$ cat src/rtl/byte_alu_pkg.sv
package byte_alu_pkg;
  typedef enum logic [3:0] {
    OP_ADD  = 4'd0,
    OP_SUB  = 4'd1,
    OP_AND  = 4'd2,
    OP_OR   = 4'd3,
    OP_XOR  = 4'd4,
    OP_BSET = 4'd5,
    OP_BCLR = 4'd6,
    OP_BTST = 4'd7,
    OP_SHL  = 4'd8,
    OP_SHR  = 4'd9,
    OP_ROL  = 4'd10,
    OP_ROR  = 4'd11,
    OP_ADDO = 4'd12,
    OP_SUBO = 4'd13,
    OP_MUL  = 4'd14,
    OP_DIV  = 4'd15
  } alu_op_e;

  function automatic logic is_arith(alu_op_e o);
    return (o == OP_ADD) || (o == OP_SUB) || (o == OP_ADDO) ||
           (o == OP_SUBO) || (o == OP_MUL);
  endfunction
endpackage

$ cat src/rtl/byte_alu_logic.sv
module byte_alu_logic
  import byte_alu_pkg::*;
#(
  parameter int W = 8,
  localparam int IW = $clog2(W)
) (
  input  alu_op_e       op,
  input  logic [W-1:0]  a,
  input  logic [W-1:0]  b,
  input  logic [IW-1:0] idx,
  output logic [W-1:0]  y
);
  logic [W-1:0] mask;
  assign mask = W'(1) << idx;

  always_comb begin
    case (op)
      OP_AND:  y = a & b;
      OP_OR:   y = a | b;
      OP_XOR:  y = a ^ b;
      OP_BSET: y = a | mask;
      OP_BCLR: y = a & ~mask;
      OP_BTST: y = W'(|(a & mask));
      OP_SHL:  y = {a[W-2:0], 1'b0};
      OP_SHR:  y = {1'b0, a[W-1:1]};
      OP_ROL:  y = {a[W-2:0], a[W-1]};
      OP_ROR:  y = {a[0], a[W-1:1]};
      default: y = '0;
    endcase
  end
endmodule

$ cat src/rtl/byte_alu_arith.sv
module byte_alu_arith
  import byte_alu_pkg::*;
#(
  parameter int W = 8
) (
  input  alu_op_e      op,
  input  logic [W-1:0] a,
  input  logic [W-1:0] b,
  output logic [W-1:0] y_hi,
  output logic [W-1:0] y_lo,
  output logic         cy,
  output logic         sg
);
  localparam int EW = W + 2;
  localparam logic [EW-1:0] BIAS = EW'(1) << (W - 1);

  logic [EW-1:0]  ax, bx, t;
  logic [2*W-1:0] prod;
  logic           mul;

  assign ax   = {2'b00, a};
  assign bx   = {2'b00, b};
  assign prod = a * b;
  assign mul  = (op == OP_MUL);

  always_comb begin
    case (op)
      OP_ADD:  t = ax + bx;
      OP_SUB:  t = ax - bx;
      OP_ADDO: t = ax + bx - BIAS;
      OP_SUBO: t = ax - bx + BIAS;
      default: t = '0;
    endcase
  end

  assign y_lo = mul ? prod[W-1:0]   : t[W-1:0];
  assign y_hi = mul ? prod[2*W-1:W] : '0;
  assign cy   = mul ? 1'b0 : (~t[EW-1] & t[W]);
  assign sg   = mul ? 1'b0 : t[EW-1];
endmodule

$ cat src/rtl/byte_alu_div.sv
module byte_alu_div #(
  parameter int W = 8
) (
  input  logic           clk,
  input  logic           rst,
  input  logic           go,
  input  logic [2*W-1:0] dvd,
  input  logic [W-1:0]   dvs,
  output logic           busy,
  output logic           last,
  output logic [W-1:0]   q,
  output logic [W-1:0]   r,
  output logic           ovf
);
  localparam int NSTEP = 2 * W;
  localparam int CW    = $clog2(NSTEP);

  logic [CW-1:0]  cnt;
  logic [W-1:0]   rem_r, dvs_r, lo_r, rem_n;
  logic [2*W-1:0] quo_r, quo_n;
  logic [W:0]     shifted;
  logic           fits, zdiv, big;

  assign shifted = {rem_r, quo_r[2*W-1]};
  assign fits    = shifted >= {1'b0, dvs_r};
  assign rem_n   = fits ? W'(shifted - {1'b0, dvs_r}) : shifted[W-1:0];
  assign quo_n   = {quo_r[2*W-2:0], fits};
  assign last    = busy && (cnt == CW'(NSTEP - 1));

  assign zdiv = (dvs_r == '0);
  assign big  = |quo_n[2*W-1:W];
  assign q    = (zdiv || big) ? '1 : quo_n[W-1:0];
  assign r    = zdiv ? lo_r : rem_n;
  assign ovf  = zdiv || big;

  always_ff @(posedge clk) begin
    if (rst) begin
      busy  <= 1'b0;
      cnt   <= '0;
      rem_r <= '0;
      quo_r <= '0;
      dvs_r <= '0;
      lo_r  <= '0;
    end else if (go) begin
      busy  <= 1'b1;
      cnt   <= '0;
      rem_r <= '0;
      quo_r <= dvd;
      dvs_r <= dvs;
      lo_r  <= dvd[W-1:0];
    end else if (busy) begin
      rem_r <= rem_n;
      quo_r <= quo_n;
      cnt   <= cnt + 1'b1;
      if (last) busy <= 1'b0;
    end
  end
endmodule

$ cat src/rtl/byte_alu.sv
module byte_alu
  import byte_alu_pkg::*;
#(
  parameter int W = 8,
  localparam int IW = $clog2(W)
) (
  input  logic          clk,
  input  logic          rst,
  input  logic          start,
  input  logic [3:0]    op,
  input  logic [W-1:0]  opa,
  input  logic [W-1:0]  opb,
  input  logic [W-1:0]  div_hi,
  input  logic [W-1:0]  div_lo,
  input  logic [IW-1:0] bit_sel,
  output logic [W-1:0]  res_hi,
  output logic [W-1:0]  res_lo,
  output logic          done,
  output logic          carry,
  output logic          sign
);
  alu_op_e      opc;
  logic [W-1:0] lg_y, ar_hi, ar_lo, dq, dr;
  logic         ar_cy, ar_sg, div_busy, div_last, div_ovf;
  logic         accept, div_go;

  assign opc    = alu_op_e'(op);
  assign accept = start && !div_busy;
  assign div_go = accept && (opc == OP_DIV);

  byte_alu_logic #(.W(W)) u_logic (
    .op(opc), .a(opa), .b(opb), .idx(bit_sel), .y(lg_y)
  );

  byte_alu_arith #(.W(W)) u_arith (
    .op(opc), .a(opa), .b(opb),
    .y_hi(ar_hi), .y_lo(ar_lo), .cy(ar_cy), .sg(ar_sg)
  );

  byte_alu_div #(.W(W)) u_div (
    .clk(clk), .rst(rst), .go(div_go),
    .dvd({div_hi, div_lo}), .dvs(opb),
    .busy(div_busy), .last(div_last), .q(dq), .r(dr), .ovf(div_ovf)
  );

  always_ff @(posedge clk) begin
    if (rst) begin
      res_hi <= '0;
      res_lo <= '0;
      done   <= 1'b0;
      carry  <= 1'b0;
      sign   <= 1'b0;
    end else begin
      done <= 1'b0;
      if (div_last) begin
        res_hi <= dr;
        res_lo <= dq;
        carry  <= div_ovf;
        sign   <= 1'b0;
        done   <= 1'b1;
      end else if (accept && (opc != OP_DIV)) begin
        done <= 1'b1;
        if (is_arith(opc)) begin
          res_hi <= ar_hi;
          res_lo <= ar_lo;
          carry  <= ar_cy;
          sign   <= ar_sg;
        end else begin
          res_hi <= '0;
          res_lo <= lg_y;
        end
      end
    end
  end
endmodule

$ cat config.mk
export PLATFORM = sky130hd
export DESIGN_NAME = byte_alu
export DESIGN_NICKNAME = d
export VERILOG_FILES = /design/src/rtl/byte_alu_pkg.sv /design/src/rtl/byte_alu_logic.sv /design/src/rtl/byte_alu_arith.sv /design/src/rtl/byte_alu_div.sv /design/src/rtl/byte_alu.sv
export SDC_FILE = /design/constraint.sdc
export NUM_CORES = 1
export LEC_CHECK = 0
export CELL_PAD_IN_SITES_DETAIL_PLACEMENT = 2
export CELL_PAD_IN_SITES_GLOBAL_PLACEMENT = 2
export CORE_MARGIN = 10
export CORE_UTILIZATION = 32
export DETAILED_ROUTE_END_ITERATION = 8
export PLACE_DENSITY_LB_ADDON = 0.1
export SLEW_MARGIN = 20
export SYNTH_ARGS = -nofsm -noshare
export SYNTH_HDL_FRONTEND = slang
export SYNTH_SLANG_ARGS = --single-unit
$ cat constraint.sdc
create_clock -name clk -period 5.26 [get_ports clk]
set_input_delay 1.052 -clock clk [delete_from_list [all_inputs] [get_ports clk]]
set_output_delay 1.052 -clock clk [all_outputs]
set_load 0.03 [all_outputs]
Word level (Yosys, flattened, before mapping)
Index checks and enable logic that the tools add are counted.
Storage, ports and cells
  input port bits: 42
  output and inout port bits: 19
  flip-flop bits (word level): 64
Operators by class
  bitwise gates (word level): 9
  multipliers: 1
  magnitude comparators: 1
  mux-type cells: 25
  add/sub/neg operators: 6
  reduce and logical (&&, ||, !) cells: 21
  shifts and indexed selects: 1
  eq/ne operators: 17
Operator list (number)
  8-bit 2-to-1 mux: 11
  8-bit case mux with 10 select lines: 1
  10-bit case mux with 4 select lines: 1
  4-bit equality test (second input constant): 9
  16-bit 2-to-1 mux: 2
  8-bit AND: 3
  4-bit by 3-bit equality test with 1-bit output (second input constant): 4
  8-bit by 8-bit multiplier with 16-bit output: 1
  8-bit bitwise OR: 2
  8-bit OR reduction: 2
  10-bit by 8-bit adder with 10-bit output (second input constant): 1
  1-bit 2-to-1 mux: 10
  10-bit by 8-bit subtractor with 10-bit output (second input constant): 1
  8-bit by 8-bit adder with 9-bit output: 1
  9-bit by 8-bit >= comparator with 1-bit output: 1
  8-bit by 8-bit subtractor with 9-bit output: 1
  4-bit by 2-bit equality test with 1-bit output (second input constant): 2
  8-bit zero test: 1
  8-bit inverter: 1
  1-bit by 3-bit << shifter with 8-bit output (first input constant): 1
  8-bit subtractor: 1
  8-bit XOR: 1
  2-bit nonzero test: 3
  1-bit logical OR: 5
  10 further kinds: 15

Depth between registers and ports, before layout
Gate-level depths: netlist of run 1.
  word-level depth: 9
  mapped depth: 19
  mapped depth without buffers: 18

Cells and area by module
Synthesis of run 1 repeated with hierarchy kept, for this count alone.
Second synthesis, totals
  cell total of the unflattened synthesis: 931
  area total of the unflattened synthesis: 7393.3 um2
Modules (own cells, without submodules)
  byte_alu_arith: area each 3054.2 um2, instances 1, cells an instance 378
  byte_alu_div: area each 2536.2 um2, instances 1, cells an instance 306
  byte_alu: area each 974.7 um2, instances 1, cells an instance 110
  byte_alu_logic: area each 828.3 um2, instances 1, cells an instance 137

Worst setup path after synthesis of run 1
OpenSTA, ideal clock, no wires.
  kind: input -> register
  start: in opb[7]
  end: reg res_hi[7]
  arrival time: 5086 ps
  path buffers: 1
  setup slack: 48 ps
  data required time: 5134 ps
  stages on the path: 17
  cell sequence: clkbuf_1 > nand2_1 > fa_1 > fa_1 > inv_1 > fa_1 > inv_1 > fa_1 > inv_1 > ha_1 > a211oi_1 > nand2_1 > o21ai_1 > nor3_1 > or3_1 > a31oi_1 > o21ai_0
Between the ends
  longest elaborated chain between the ends: 5
Ends and longest elaborated chain
  start, declared: RTL line byte_alu.sv:12  | input logic [W-1:0] opb,
  8-bit by 8-bit multiplier with 16-bit output: RTL line byte_alu_arith.sv:23  | assign prod = a * b;
  8-bit 2-to-1 mux: RTL line byte_alu_arith.sv:37  | assign y_hi = mul ? prod[2*W-1:W] : '0;
  8-bit 2-to-1 mux: RTL line byte_alu.sv:63  | if (is_arith(opc)) begin
  8-bit 2-to-1 mux: RTL line byte_alu.sv:61  | end else if (accept && (opc != OP_DIV)) begin
  8-bit 2-to-1 mux: RTL line byte_alu.sv:55  | if (div_last) begin
  end signal, assigned: RTL line byte_alu.sv:56  | res_hi <= dr;
  end signal, assigned: RTL line byte_alu.sv:64  | res_hi <= ar_hi;
  end, declared: RTL line byte_alu.sv:16  | output logic [W-1:0] res_hi,
No other way between the ends. The select of a mux whose other input is x is not followed.
A chain may end at the register's enable or synchronous reset.

Final worst setup path of run 1
Same ends and word-level chain as after synthesis.

==> metrics.md, run 1 <==
| Metric | Value |
|---|---|
| Outcome | finished clean |
| Largest net degree at the start of global routing | 47 |
| Startpoint Class | input port |
| CTS tree | done |
| Routed vias | 7018 |
| Mean post-synth cell area | about 7.7 sq um |
| H-Tree Depth | 3 |
| NetSw | 1060 uW |
| Clock Latency Late Sink | 340 ps |
| DIE HEIGHT | 166 microns |
| Synth Flop Type | dfxtp_1 |
| Rows | 53 |
| Nets@finish | 1129 |
| CP max-delay cell | fa_1 |
| Sequential area share after synthesis | between 10% and 20% |
| CP arrival | 5330 ps |
| Unrepaired setup endpoints after global routing | true |
| Via/cell ratio | ~5.5 |
| Hold Path Depth | 2 |
| FFs w/ async S/R, synth | 0% |
| Vias in the first global route | 7925 |
| Initial Util | 32.6% |
| Sequential share of power | 19.8% |
| Die width | 166 microns |
| Int Power | 1540 uW |
| R2R cell count | 7 |
| Max_cap viols | 0 |
| Place WS | -628 ps |
| CP Class | in -> reg |
| YS warnings | 0 |
| Netlist cell types | 70 |
| Initial antenna violation count | 0 |
| Dpl hpwl | 24700 microns |
| Synth area leader | dfxtp_1 |
| Synth Instances | 889 |
| R2R Path Start | u_div.busy |
| Worst Hold End | u_div.lo_r[4] |
| Final setup margin | 152 ps |
| CTS Sinks | 64 |
| DRT Pass-1 Iters | 4 |
| Switching part of the total | 40.7% |
| WP data required | roughly 5500 ps |
| Placer Congestion | 0.887 |
| Worst Max-Slew Pin Slew | 1070 ps |
| Pins over their slew limit | 0 |
| Final Skew | 12.1 ps |
| WL final | between 30000 and 40000 microns |
| Min Tclk post-route | 5110 ps |
| Final setup viols | 0 |
| Fraction of layout cells with a size suffix above 1 | 14.3% |
| Total die area | 27600 sq um |
| Boundary Pins | 61 |
| Worst path cell trace | clkdlybuf4s50_1 > buf_4 > and2_4 > fa_1 > fa_1 > fa_1 > inv_1 > fa_1 > inv_1 > ha_4 > buf_4 > o221ai_4 > nand2_2 > o21ai_4 > nor3_2 > or3_1 > a31oi_1 > o21ai_1 |
| Clk network pwr share | 25.4% |
| R2R Path End | res_hi[0] |
| Post-Syn Area | 6850 sq um |
| Comb power frac | 54.8% |
| Hold/Removal Path Class | reg -> reg |
| Power Density | about 300 nW/um^2 |
| CP max stage delay | 560 ps |
| Worst-path fanout max | 3 |
| Worst path bufs/invs | 5 |
| CTS Buffer Depth | 2 |
| Beginning of the worst hold path | u_div.lo_r[4] |
| Final Util | 40.9% |
| Synth top area share | roughly a fifth |
| Crit share post-route | between 90% and 100% |
| CTS Buf Count | 9 |
| Final hold slack | 459 ps |
| CP Capture Type | register |
| DRT iter0 DRCs | 438 |
| Count of state elements after synthesis | 64 |
| Core ar. | 21000 sq um |
| Total track usage | between 20% and 30% |
| Setup Buffers After CTS | 0 |
| First-pass GRT wire length | 48000 microns |
| EDFF count, synth | 0 |
| Synth area leaders | dfxtp_1 (19%), ha_1 (12%), fa_1 (11%) |
| WL/cell | roughly 24 microns |
| Slew headroom | 28.5% |
| Synthesis-to-layout area growth | 25.6% |
| Clock transition at path regs | 60 ps |
| CTS Hold Buffers Added | 0 |
| LEAKAGE | 0.00352 uW |
| Final Hold Fails | 0 |
| N_diodes | 0 |
| Number of routed nets with antenna violations | 0 |
| DRC Markers | 0 |
| VDD IR max | ~0.17 mV |
| Most frequent CP cell | fa_1 |
| PortBufs | 60 |
| Root buf cell | clkbuf_16 |
| Flop2flop setup slack | 2430 ps |
| Syn_nets | 1033 |
| Crit-path leading delay family | adder cells |
| GR Overflow Total | 0 |
| Max Clk Rate | 196 MHz |
==> logic make-up after synthesis <==
| group | synth area share (%) |
|---|---|
| DFF | 18.7 |
| muxes | 2.69 |
| and+or+nand+nor | 22.1 |
| adders and majority gates | 22.9 |
| AOI/OAI and AO/OA | 22.4 |
| buffers and inverters | 7.73 |
| xor gates and xnor gates | 3.45 |
==> area by class of cell <==
| cell class | count | area (sq um) |
|---|---|---|
| clock inverter | 7 | 100 |
| inverter | 80 | 300 |
| timing repair buffer | 138 | 1170 |
| clock buffer | 9 | 225 |
| tap | 275 | 344 |
| multi-input combinational | 692 | 5170 |
| fill | 2396 | 12400 |
| sequential | 64 | 1280 |
==> placed cells by master, fill, tap and decap left out, types with 4 or more instances in the layout <==
| cell type | instances |
|---|---|
| nand2_1 | 115 |
| inv_1 | 76 |
| buf_4 | 75 |
| nor2_1 | 72 |
| dfxtp_1 | 64 |
| a21oi_1 | 61 |
| ha_1 | 56 |
| clkdlybuf4s50_1 | 47 |
| and2_1 | 40 |
| fa_1 | 39 |
| o21ai_0 | 37 |
| xnor2_1 | 18 |
| a211oi_1 | 16 |
| nor3_1 | 15 |
| mux2i_1 | 15 |
| a31oi_1 | 14 |
| o211ai_1 | 12 |
| nor2b_1 | 11 |
| a22oi_1 | 11 |
| dlygate4sd2_1 | 11 |
| a21o_1 | 9 |
| xor2_1 | 9 |
| clkbuf_16 | 9 |
| o2111ai_1 | 8 |
| nand3_1 | 8 |
| nor4_1 | 8 |
| o21a_1 | 7 |
| nand4_1 | 7 |
| a221oi_1 | 6 |
| nand2b_1 | 5 |
| or3_1 | 5 |
| o21ai_1 | 5 |
| nand2_2 | 4 |
| nand3b_1 | 4 |
| o22ai_1 | 4 |
| ha_2 | 4 |
==> per-stage QoR <==
step	cell area [sq um]	setup TNS [ps]	total power, uW	cells
floorplan	6850	0	1200	889
global placement	8140	-3750	1710	1249
detailed placement	8140	-5330	1780	1249
CTS	8530	0	2520	1265
global route	8600	-154	2770	1265
finish	8600	0	2600	1265
==> what timing repair did <==
action                                  in CTS  in global routing
endpoints found under the hold margin        0                  0
pin swaps                                    9                 18
endpoints found under the setup margin       9                  8
gates resized for setup                     31                 20
==> power groups by stage <==
stage | Combinational (uW) | Clock [uW] | Sequential, uW
2_1_floorplan | 661 | 0 | 538
3_3_place_gp | 1180 | 0 | 523
3_5_place_dp | 1250 | 0 | 523
4_1_cts | 1330 | 678 | 513
5_1_grt | 1550 | 700 | 514
6_report | 1420 | 660 | 513
==> how the worst max path moves through the flow <==
| stage | startpoint | end | slack, ps | cells past startpoint |
|---|---|---|---|---|
| 3_3_place_gp | opb[6] | res_hi[6] | -460 | 17 |
| 2_1_floorplan | opb[7] | res_hi[7] | 50 | 17 |
| 3_5_place_dp | opb[6] | res_hi[7] | -630 | 17 |
| 4_1_cts | opb[7] | res_hi[7] | 8 | 17 |
| 5_1_grt | opb[7] | res_hi[7] | -50 | 17 |
| 6_report | opb[7] | res_hi[7] | 150 | 18 |
==> worst register-to-register path, cell delays in order (launching register included) <==
cell	delay [ps]
dfxtp_1	310
buf_4	410
nand2b_1	320
a31oi_4	60
nor2_1	840
nor2_1	350
a221oi_1	330
a211oi_1	80
==> sequential cells by signal, indices dropped and copies added, names as in the netlist <==
| name | cells |
|---|---|
| res_lo | 8 |
| u_div.quo_r | 16 |
| u_div.busy | 1 |
| done | 1 |
| carry | 1 |
| sign | 1 |
| u_div.cnt | 4 |
| u_div.dvs_r | 8 |
| res_hi | 8 |
| u_div.lo_r | 8 |
| u_div.rem_r | 8 |
==> synthesized netlist by cell type, drive strengths merged, types with 13 or more instances <==
cell type,count
a211oi,18
a21oi,65
a31oi,16
and2,43
buf,19
clkbuf,34
dfxtp,64
fa,39
ha,63
inv,78
mux2i,15
nand2,120
nor2,73
nor3,17
o211ai,13
o21ai,45
xnor2,18
==> layer usage <==
layer | routed length (microns) | up-vias | track usage [%]
li1 | - | 3287 | -
met5 | 0 | - | 0
met2 | 15600 | 114 | 38.4
met4 | 486 | 0 | 5.23
met1 | 13500 | 3594 | 27.0
met3 | 974 | 23 | 3.24
Note: power is estimated with default switching activity, not from simulation.
==> run 2: changes to the inputs <==
CORE_UTILIZATION = 35   (was 32)
DONT_BUFFER_PORTS = 1   (was not set)
==> run 2 against run 1 <==
Critical path depth is 2 lower. Final cell count shrank 11%. Worst hold slack got worse by 11 ps. Flip-flop and latch count unchanged. Total power shrank 20%. Clock power down 4.8%. First-iteration DRC count decreased by 2.1%. Combinational power decreased by 35%.
==> metrics.md, run 2 (synthesis gave the netlist of run 1 again) <==
| Metric | Value |
|---|---|
| Final Hold Fails | 0 (unchanged) |
| Final setup viols | 0 (unchanged) |
| Largest net degree at the start of global routing | 52 (+11%) |
| Initial Util | 35.4% (+2.8 points) |
| Final setup margin | 259 ps (+107 ps) |
| WL final | 27400 microns (-10%) |
| Int Power | 1280 uW (-17%) |
| Total die area | 25600 sq um (-7.6%) |
| DIE HEIGHT | 160 microns (-3.9%) |
| Reg with most FFs | u_div.quo_r |
| Place WS | -39.0 ps (+589 ps) |
| CTS tree | done |
| Worst path cell trace | nand2_1 > fa_1 > fa_1 > inv_1 > fa_1 > inv_1 > fa_1 > inv_1 > ha_1 > o211ai_1 > o21ai_0 > nand3_1 > o21ai_0 > xor2_1 > a31oi_1 > a211oi_2 |
| Die width | 160 microns (-3.9%) |
| Switching part of the total | 38.6% (-2.1 points) |
| Synthesis-to-layout area growth | 7.31% |
| Worst Hold End | u_div.lo_r[6] |
| Total track usage | 21.6% (-0.17 points) |
| GR Overflow Total | 0 (unchanged) |
| DRT iter0 DRCs | 429 (-2.1%) |
| Dpl hpwl | 21600 microns (-12%) |
| H-Tree Depth | 3 (unchanged) |
| VDD IR max | 0.202 mV (+21%) |
| Commonest non-fill, non-tap cells in the layout | nand2_1 (118), inv_1 (77), nor2_1 (72), a21oi_1 (64), dfxtp_1 (64) |
| Slew headroom | 28.7% (+0.19 points) |
| Crit share post-route | 95.1% (-2.0 points) |
| CP Class | in -> reg |
| R2R Path Start | u_div.busy |
| Root buf cell | clkbuf_16 |
| CP max stage delay | 560 ps (about the same) |
| CP Capture Type | register |
| Most frequent CP cell | fa_1 |
| Unrepaired setup endpoints after global routing | false |
| Crit-path leading delay family | adder cells |
| First-pass GRT wire length | 43800 microns (-8.8%) |
| R2R cell count | 7 (unchanged) |
| NetSw | 805 uW (-24%) |
| Tot Pwr | 2080 uW (-20%) |
| Boundary Pins | 61 (unchanged) |
| CTS Sinks | 64 (unchanged) |
| Final hold slack | 447 ps (-11.4 ps) |
| Startpoint Class | input port |
| Clock transition at path regs | 50 ps (about the same) |
| TNS Setup | 0 ps (unchanged) |
| Nets@finish | 1000 (-11%) |
| CTS Buf Count | 9 (unchanged) |
| CP max-delay cell | fa_1 |
| Number of routed nets with antenna violations | 0 (unchanged) |
| Fraction of layout cells with a size suffix above 1 | 5.57% (-8.8 points) |
| R2R Path End | res_hi[0] |
| Outcome | finished clean |
| Final Util | 38.0% (-2.9 points) |
| PortBufs | 0 (-100%) |
| Max Clk Rate | 200 MHz (+2.1%) |
| N_diodes | 0 (unchanged) |
| Placer Congestion | 0.869 (-2.0%) |
| Flop2flop setup slack | 2080 ps (-350 ps) |
| Clk network pwr share | 30.1% (+4.7 points) |
| Beginning of the worst hold path | u_div.lo_r[6] |
| CTS Buffer Depth | 2 (unchanged) |
| WL/cell | 24.4 microns (+0.72%) |
| Worst-path fanout max | 12 (+9) |
| LEAKAGE | 0.00294 uW (-17%) |
| Sequential share of power | 25.8% (+6.0 points) |
| Max_cap viols | 0 (unchanged) |
| DRC Markers | 0 (unchanged) |
| Min Tclk post-route | 5000 ps (-107 ps) |
| WP data required | 5520 ps (+40 ps) |
| Core ar. | 19300 sq um (-8.0%) |
| Worst Max-Slew Pin Slew | 1040 ps (-25.8 ps) |
| Number of flip-flops in the largest register | 16 (unchanged) |
| Clock Latency Late Sink | 340 ps (about the same) |
| Rows | 51 (-3.8%) |
| CTS Hold Buffers Added | 0 (unchanged) |
| Final Skew | 4.51 ps (-7.64 ps) |
| DRT Pass-1 Iters | 5 (+1) |
| Pins over their slew limit | 0 (unchanged) |
| Worst path bufs/invs | 3 (-2) |
| Routed vias | 6492 (-7.5%) |
| Hold Path Depth | 2 (unchanged) |
| Most common cell after layout, fill and taps aside | nand2_1 |
| Initial antenna violation count | 0 (unchanged) |
| Via/cell ratio | 5.77 (+3.9%) |
| Power Density | 284 nW/um^2 (-6.1%) |
| Comb power frac | 44.1% (-11 points) |
| Hold/Removal Path Class | reg -> reg |
| Vias in the first global route | 7243 (-8.6%) |
| CP arrival | 5260 ps (-70 ps) |
[run 2: cell count changes in the layout (fill, tap and decap cells not counted), sizes merged]
cell and delta:
clkdlybuf4s50 -47, clkinv -1, clkbuf +4, buf -70, bufinv -1, inv -3
dlygate4sd2 -11
[run 2: tightest hold or removal path: cells and delay by family, from the launching register on]
kind	cells	cell delay [ps]
compound gates	1	50
flops	1	300
simple gates	1	50
[run 2: layer usage]
layer	GRT usage (%)	up-vias	part of all wire, %
li1	-	3012	-
met1	28.1	3292	45
met2	34.8	151	46
met3	5.66	37	6.6
met4	5.09	0	2.1
met5	0	-	0
[run 2: power by group through the flow]
stage | Clock [uW] | Combinational, uW | Sequential [uW]
floorplan | 0 | 661 | 538
finish | 628 | 918 | 537
global route | 671 | 1040 | 539
global placement | 0 | 867 | 547
CTS | 641 | 923 | 537
detailed placement | 0 | 915 | 547
[run 2: final cells by class]
type / instances / area (sq um)
fill: 2263 / 12000
multi-input combinational: 692 / 5050
sequential: 64 / 1280
tap: 265 / 332
inverter: 80 / 300
clock buffer: 14 / 284
timing repair buffer: 9 / 67.6
clock inverter: 2 / 35.0
[run 2: worst max-delay path by stage]
stage / end / cells past startpoint / from / slack, ps
CTS: res_hi[6] / 16 / opa[0] / 280
global route: res_hi[6] / 16 / opa[0] / 4
finish: res_hi[6] / 16 / opb[7] / 260
global placement: res_hi[7] / 16 / opa[0] / 100
detailed placement: res_hi[6] / 16 / opa[0] / -40
floorplan: res_hi[7] / 17 / opb[7] / 50
[run 2: through the flow]
step	cell area (sq um)	std cells
after global routing	7350	1126
after detailed placement	7020	1110
after floorplan	6850	889
after global placement	7020	1110
final	7350	1126
after CTS	7340	1126
[run 2: what timing repair did]
action                                  4_1_cts  5_1_grt
endpoints found under the setup margin        0        1
gates resized for setup                       0        1
buffers inserted                              0        0
